File: src/rtl/td_status_pkg.sv
package td_status_pkg;

  // Control word bit positions (fixed by the descriptor format)
  localparam int unsigned B_ACTIVE  = 23;
  localparam int unsigned B_STALL   = 22;
  localparam int unsigned B_BABBLE  = 20;
  localparam int unsigned B_NAK     = 19;
  localparam int unsigned B_TMO     = 18;
  localparam int unsigned B_IOC     = 24;
  localparam int unsigned B_ISO     = 25;
  localparam int unsigned B_SPD     = 29;
  localparam int unsigned ERR_LSB   = 27;

  // Packet identifiers
  localparam logic [7:0] PID_SETUP = 8'h2D;
  localparam logic [7:0] PID_IN    = 8'h69;
  localparam logic [7:0] PID_OUT   = 8'hE1;

  // Result kinds
  localparam logic [2:0] RES_OK     = 3'd0;
  localparam logic [2:0] RES_STALL  = 3'd1;
  localparam logic [2:0] RES_BABBLE = 3'd2;
  localparam logic [2:0] RES_NAK    = 3'd3;
  localparam logic [2:0] RES_TMO    = 3'd4;

  typedef enum logic [1:0] {
    CODE_DONE  = 2'd0,
    CODE_SKIP  = 2'd1,
    CODE_PEND  = 2'd2,
    CODE_FATAL = 2'd3
  } td_code_e;

  typedef struct packed {
    logic [31:0] ctrl;
    td_code_e    code;
    logic        ioc;
    logic        spd;
    logic        usb_err;
    logic        proc_err;
  } td_upd_t;

endpackage

File: src/rtl/td_rst_sync.sv
module td_rst_sync #(
  parameter int STAGES = 2
) (
  input  logic clk,
  input  logic rst_n,
  output logic rst_sync_n
);
  logic [STAGES-1:0] sync_q;
  logic [STAGES-1:0] sync_d;

  always_comb sync_d = {sync_q[STAGES-2:0], 1'b1};

  always_ff @(posedge clk or negedge rst_n) begin
    if (!rst_n) sync_q <= '0;
    else        sync_q <= sync_d;
  end

  assign rst_sync_n = sync_q[STAGES-1];
endmodule

File: src/rtl/td_len_eval.sv
module td_len_eval #(
  parameter int LEN_W = 11
) (
  input  logic [LEN_W-1:0] max_field_i,
  input  logic [LEN_W:0]   act_len_i,
  input  logic             is_in_i,
  output logic [LEN_W-1:0] enc_len_o,
  output logic             overrun_o,
  output logic             below_o
);
  logic [LEN_W-1:0] max_len;
  logic [LEN_W:0]   max_ext;
  logic [LEN_W:0]   len_m1;

  always_comb begin
    max_len   = max_field_i + 1'b1;   // wraps to zero at the top code
    max_ext   = {1'b0, max_len};
    len_m1    = act_len_i - 1'b1;
    enc_len_o = len_m1[LEN_W-1:0];
    overrun_o = is_in_i && (act_len_i > max_ext);
    below_o   = act_len_i < max_ext;
  end
endmodule

File: src/rtl/td_retry.sv
module td_retry #(
  parameter int CNT_W = 2
) (
  input  logic [CNT_W-1:0] cnt_i,
  output logic [CNT_W-1:0] cnt_o,
  output logic             exhausted_o
);
  always_comb begin
    if (cnt_i == '0) begin
      cnt_o       = '0;
      exhausted_o = 1'b0;
    end else begin
      cnt_o       = cnt_i - 1'b1;
      exhausted_o = (cnt_i == {{(CNT_W-1){1'b0}}, 1'b1});
    end
  end
endmodule

File: src/rtl/td_status_core.sv
module td_status_core
  import td_status_pkg::*;
#(
  parameter int LEN_W = 11,
  parameter int CNT_W = 2
) (
  input  logic [31:0]   ctrl_i,
  input  logic [31:0]   token_i,
  input  logic [2:0]    res_i,
  input  logic [LEN_W:0] len_i,
  output td_upd_t       upd_o
);
  localparam int MAXF_LSB = 32 - LEN_W;

  logic [7:0]       pid;
  logic             pid_ok;
  logic             is_in;
  logic [LEN_W-1:0] enc_len;
  logic             overrun;
  logic             below;
  logic [CNT_W-1:0] cnt_next;
  logic             exhausted;
  logic             unused_mid;

  assign pid        = token_i[7:0];
  assign is_in      = (pid == PID_IN);
  assign pid_ok     = (pid == PID_SETUP) || (pid == PID_IN) || (pid == PID_OUT);
  assign unused_mid = ^token_i[MAXF_LSB-1:8];

  td_len_eval #(.LEN_W(LEN_W)) u_len (
    .max_field_i (token_i[31:MAXF_LSB]),
    .act_len_i   (len_i),
    .is_in_i     (is_in),
    .enc_len_o   (enc_len),
    .overrun_o   (overrun),
    .below_o     (below)
  );

  td_retry #(.CNT_W(CNT_W)) u_retry (
    .cnt_i       (ctrl_i[ERR_LSB +: CNT_W]),
    .cnt_o       (cnt_next),
    .exhausted_o (exhausted)
  );

  logic [31:0] wctrl;
  logic        do_tmo;

  always_comb begin
    upd_o          = '0;
    upd_o.ctrl     = ctrl_i;
    upd_o.code     = CODE_SKIP;
    wctrl          = ctrl_i;
    do_tmo         = 1'b0;
    if (ctrl_i[B_ISO]) wctrl[B_ACTIVE] = 1'b0;

    if (!ctrl_i[B_ACTIVE]) begin
      upd_o.code = CODE_SKIP;
    end else if (!pid_ok) begin
      upd_o.code     = CODE_FATAL;
      upd_o.proc_err = 1'b1;
    end else begin
      case (res_i)
        RES_OK: begin
          wctrl[LEN_W-1:0] = enc_len;
          wctrl[B_ACTIVE]  = 1'b0;
          wctrl[B_NAK]     = 1'b0;
          upd_o.ioc        = ctrl_i[B_IOC];
          if (overrun) begin
            wctrl[B_BABBLE] = 1'b1;
            wctrl[B_STALL]  = 1'b1;
            upd_o.usb_err   = 1'b1;
            upd_o.code      = CODE_FATAL;
          end else if (ctrl_i[B_SPD] && below) begin
            upd_o.spd  = 1'b1;
            upd_o.code = CODE_SKIP;
          end else begin
            upd_o.code = CODE_DONE;
          end
          upd_o.ctrl = wctrl;
        end
        RES_STALL, RES_BABBLE: begin
          wctrl[B_STALL]  = 1'b1;
          if (res_i == RES_BABBLE) wctrl[B_BABBLE] = 1'b1;
          wctrl[B_ACTIVE] = 1'b0;
          upd_o.usb_err   = 1'b1;
          upd_o.ioc       = ctrl_i[B_IOC];
          upd_o.code      = CODE_FATAL;
          upd_o.ctrl      = wctrl;
        end
        RES_NAK: begin
          wctrl[B_NAK] = 1'b1;
          do_tmo       = (pid == PID_SETUP);
          upd_o.code   = CODE_SKIP;
          upd_o.ctrl   = wctrl;
        end
        RES_TMO: begin
          do_tmo     = 1'b1;
          upd_o.code = CODE_SKIP;
        end
        default: begin
          upd_o.code = CODE_PEND;
        end
      endcase

      if (do_tmo) begin
        wctrl[B_TMO]                = 1'b1;
        wctrl[ERR_LSB +: CNT_W]     = cnt_next;
        if (exhausted) begin
          wctrl[B_ACTIVE] = 1'b0;
          upd_o.usb_err   = 1'b1;
          upd_o.ioc       = ctrl_i[B_IOC];
        end
        upd_o.ctrl = wctrl;
      end
    end
  end
endmodule

File: src/rtl/td_status_updater.sv
module td_status_updater
  import td_status_pkg::*;
#(
  parameter int LEN_W = 11,
  parameter int CNT_W = 2
) (
  input  logic              clk,
  input  logic              rst_n,
  input  logic              in_valid,
  input  logic [31:0]       td_ctrl_i,
  input  logic [31:0]       td_token_i,
  input  logic [2:0]        res_kind_i,
  input  logic [LEN_W:0]    res_len_i,
  output logic              out_valid,
  output logic [31:0]       td_ctrl_o,
  output logic [1:0]        code_o,
  output logic              ioc_req_o,
  output logic              short_req_o,
  output logic              usb_err_o,
  output logic              proc_err_o
);
  logic    rst_core_n;
  td_upd_t upd_d;
  td_upd_t upd_q;
  logic    vld_q;

  td_rst_sync #(.STAGES(2)) u_rst (
    .clk        (clk),
    .rst_n      (rst_n),
    .rst_sync_n (rst_core_n)
  );

  td_status_core #(.LEN_W(LEN_W), .CNT_W(CNT_W)) u_core (
    .ctrl_i  (td_ctrl_i),
    .token_i (td_token_i),
    .res_i   (res_kind_i),
    .len_i   (res_len_i),
    .upd_o   (upd_d)
  );

  always_ff @(posedge clk or negedge rst_core_n) begin
    if (!rst_core_n) begin
      vld_q <= 1'b0;
      upd_q <= '0;
    end else begin
      vld_q <= in_valid;
      if (in_valid) upd_q <= upd_d;
    end
  end

  assign out_valid   = vld_q;
  assign td_ctrl_o   = upd_q.ctrl;
  assign code_o      = upd_q.code;
  assign ioc_req_o   = upd_q.ioc;
  assign short_req_o = upd_q.spd;
  assign usb_err_o   = upd_q.usb_err;
  assign proc_err_o  = upd_q.proc_err;
endmodule

File: config.mk
export PLATFORM = sky130hd
export DESIGN_NAME = td_status_updater
export DESIGN_NICKNAME = d
export VERILOG_FILES = /design/src/rtl/td_status_pkg.sv /design/src/rtl/td_rst_sync.sv /design/src/rtl/td_len_eval.sv /design/src/rtl/td_retry.sv /design/src/rtl/td_status_core.sv /design/src/rtl/td_status_updater.sv
export SDC_FILE = /design/constraint.sdc
export NUM_CORES = 1
export LEC_CHECK = 0
export ABC_AREA = 1
export BUFFER_PORTS_ARGS = -buffer_cell sky130_fd_sc_hd__buf_4
export CAP_MARGIN = 30
export CORE_ASPECT_RATIO = 0.8
export CORE_MARGIN = 4
export CORE_UTILIZATION = 43
export CTS_CLUSTER_SIZE = 8
export DETAILED_ROUTE_END_ITERATION = 10
export PLACE_DENSITY_LB_ADDON = 0.15
export SLEW_MARGIN = 20
export SYNTH_ARGS = -nofsm -noshare
export SYNTH_HDL_FRONTEND = slang
export SYNTH_SLANG_ARGS = --single-unit
File: constraint.sdc
create_clock -name clk -period 1.2 [get_ports clk]
set_clock_uncertainty 0.05 [all_clocks]
set_input_delay 0.06 -clock clk [delete_from_list [all_inputs] [get_ports clk]]
set_output_delay 0.06 -clock clk [all_outputs]
set_load 0.1 [all_outputs]
==> impl_metrics.toml <==
[global_routing]
antenna_found_initial = 0
grt_start_max_net_pins = 40
overflow = 0
grt_pass1_vias = 2877
grt_pass1_wl_um = 12980
track_usage_pct = 21.69

[worst_setup_path]
r2r-start = "td_ctrl_o[7]$_DFFE_PN0P_"
cp_top_family = "simple AND/OR/NAND/NOR gates"
r2r_slack_ns = 0.27
slowest_stage = "ha_1"
arrival_ns = 2.11
crit_buf_inv = 1
worstSetupStartpointType = "input port"
required_ns = 1.33
crit_path_cell_trace = "buf_8, ha_4, nand3_2, and3b_2, and3_4, nand3_2, xor2_1, ha_1, nand2_2, a21oi_2, nor2_4, nand3_4, a31oi_2, nand2_1, nand2_1, nand2_1"
crit_type = "in2reg"
reg2reg_to = "td_ctrl_o[7]$_DFFE_PN0P_"
worst_path_most_repeated_cell = "nand2_1"
path_max_fanout = 3
critPathMaxStageDelay_ns = 0.32
worstRegToRegCells = 3
endpoint_kind = "flip-flop"

[logic_synthesis]
seq_area_frac_synth_pct = 38.53
avgSynthCellArea_sq_um = 7.295
syn_inst = 365
synth_warnings = 0
synth-compound-area-share_pct = 7.143
synth-edff-count = 0
yosys.area.top_type = "dfrtp_1"
ys_seq_elements = 41
yosysUniqueCellTypes = 36
synth_top_family_by_area = "simple AND/OR/NAND/NOR gates"
synthMuxAreaShare_pct = 0
synth_area_sq_mm = 0.002663
synth-xor-area-share_pct = 5.921
yosys.area_share.adder_pct = 6.109
yosys.cell_count.top_type = "nand2_1"
synth.area.top_cells = "dfrtp_1 39%, nand2_1 21%, ha_1 6.1%"
synth_top_area_share_pct = 38.53
synth_commonest_cells = "147 x nand2_1, 41 x dfrtp_1, 27 x inv_1, 27 x nor2_1, 21 x nand3_1"
synth_flop_cell = "dfrtp_1"
syn_nets = 460
async_flop_share_pct = 100.0
synthSimpleGateAreaFrac_pct = 35.86

[pwr]
p_switching_uw = 1825
switching_share_pct = 41.53
pwr-share-seq_pct = 35.6
powerDensity_mw_per_mm2 = 990.4
vdd_ir_drop_max_uv = 737.4
internal_power_uw = 2569
cellLeakagePower_uw = 0.002328
clockPowerShare_pct = 21.4
p_comb_share_pct = 42.9

[die]
dieArea_sq_mm = 0.007523
io_pins = 121
dieWidth_um = 95.98
initial_core_util_pct = 44.80
coreArea_sq_mm = 0.005943
die_h_um = 78.38
row_count = 25

[clock_tree]
cts_tree = "done"
cts_sinks = 41
cts_made_buffers = 5
path_clk_slew_ns = 0.08
h-tree-depth = 2
cts_root_buffer = "clkbuf_8"
clockBufferDepth = 2
insertion_delay_ns = 0.28

[final_layout]
final_nets = 640
layout-drive-gt1-share_pct = 41.39
final_area_sq_mm = 0.004437
syn2layout_area_growth_pct = 66.64
fillers = 481
n_antenna_cell = 0

[sta]
finalSetupTns_ns = -4.484
hold_viol = 0
setup_ws_ns = -0.7837
fin_crit_sh_pct = 165.3
min_period_ns = 1.984
rsz0062_at_grt = "yes"
setup_viol = 6
fmax_mhz = 504.1
holdWs_ns = 0.01314
slew_violations = 0

[routing]
drc = 0
drtIter0Drc = 128
routed_wl_um = 8197
final_antenna_net_count = 0
routedWlPerCell_um = 13.07
dr.pass1.iters = 4
vias_per_cell = 4.833
vias = 3030

[run_status]
violations = "setup timing"
outcome = "complete, but fails checks"

[hold_path]
hold_end = "td_ctrl_o[7]$_DFFE_PN0P_"
hold_start = "td_ctrl_i[7]"
min-delay-path-class = "in2reg"
hold_path_depth = 5

[placed_design]
place_congestion = 0.9027
dp_worst_setup_slack_ns = -1.071
post_dp_cell_area_sq_mm = 0.004021
hpwlAfterDp_um = 6178
portBuffers = 107

[job]
maxCapViolations = 0
## power groups by stage
stage	Sequential (uW)	Clock, uW	Combinational [uW]
after floorplan	2390	0	365
after global routing	1580	1020	2000
after detailed placement	1590	0	1790
after global placement	1590	0	1770
after CTS	1560	950	1870
final	1570	941	1890
## timing repair
item                       4_1_cts  5_1_grt
buffers inserted                 1        0
hold buffers                    23        0
setup endpoints to repair        6       11
gates resized for setup          6       16
hold endpoints to repair        24        0
pin swaps                        5        8
## per-stage QoR
stage                     instances  total power [uW]  util, %
final                           627              4394    74.65
after global routing            627              4605    74.65
after CTS                       627              4379    73.60
after detailed placement        595              3378    67.66
after global placement          595              3353    67.66
after floorplan                 365              2752        -
## routing by layer
layer  track usage (%)  wire length, um  share of wire (%)
met3             4.119              517                6.3
met1             29.11             3629                 44
met5                 0                0                  0
met4             3.693               51               0.62
met2             36.71             3998                 49
## final cells by class
cell class	count	area (sq um)	area share [%]
repair buffers	181	1469	33.11
multi-input cells	283	1590	35.84
flip-flops and latches	41	1049	23.63
clock inverters	1	7.507	0.1692
well taps	81	101.3	2.284
clock buffers	7	86.33	1.946
inverters	33	133.9	3.017
## worst reg2reg max path, cell delays in order (launching register included)
cell	delay (ns)
dfrtp_2	0.41
or2_2	0.28
nand2_1	0.07
inv_1	0.03
## cells by family (layout without fill, tap and decap cells)
group           after synthesis  after routing
other cells                   1              1
fa+ha+maj                    13             13
compound gates               32             32
flops                        41             41
xor+xnor                     18             18
simple gates                219            219
buf+inv                      41            222
## worst max-delay path by stage
stage	start	end	slack, ns	cells past startpoint
after floorplan	td_token_i[21]	code_o[1]$_DFFE_PN0P_	-0.80	15
after global placement	td_token_i[21]	code_o[1]$_DFFE_PN0P_	-1.00	16
after detailed placement	td_token_i[21]	code_o[0]$_DFFE_PN0P_	-1.07	19
after CTS	td_token_i[21]	td_ctrl_o[20]$_DFFE_PN0P_	-0.72	19
after global routing	td_token_i[21]	code_o[0]$_DFFE_PN0P_	-0.93	19
final	td_token_i[21]	usb_err_o$_DFFE_PN0P_	-0.78	16
## layout by cell type, fill, tap and decap left out, types with 7 or more instances in the layout
| cell type | n |
|---|---|
| a21oi_1 | 9 |
| buf_4 | 153 |
| dfrtp_1 | 23 |
| dfrtp_2 | 18 |
| dlygate4sd3_1 | 23 |
| ha_1 | 11 |
| inv_1 | 25 |
| nand2_1 | 143 |
| nand3_1 | 16 |
| nor2_1 | 23 |
| xnor2_1 | 7 |
| xor2_1 | 11 |
## flip-flops by register name, summed over array words and instances, names as in the netlist
signal        cells
ioc_req_o         1
u_rst.sync_q      2
td_ctrl_o        32
code_o            2
out_valid         1
proc_err_o        1
short_req_o       1
usb_err_o         1
Note: power is estimated with default switching activity, not from simulation.
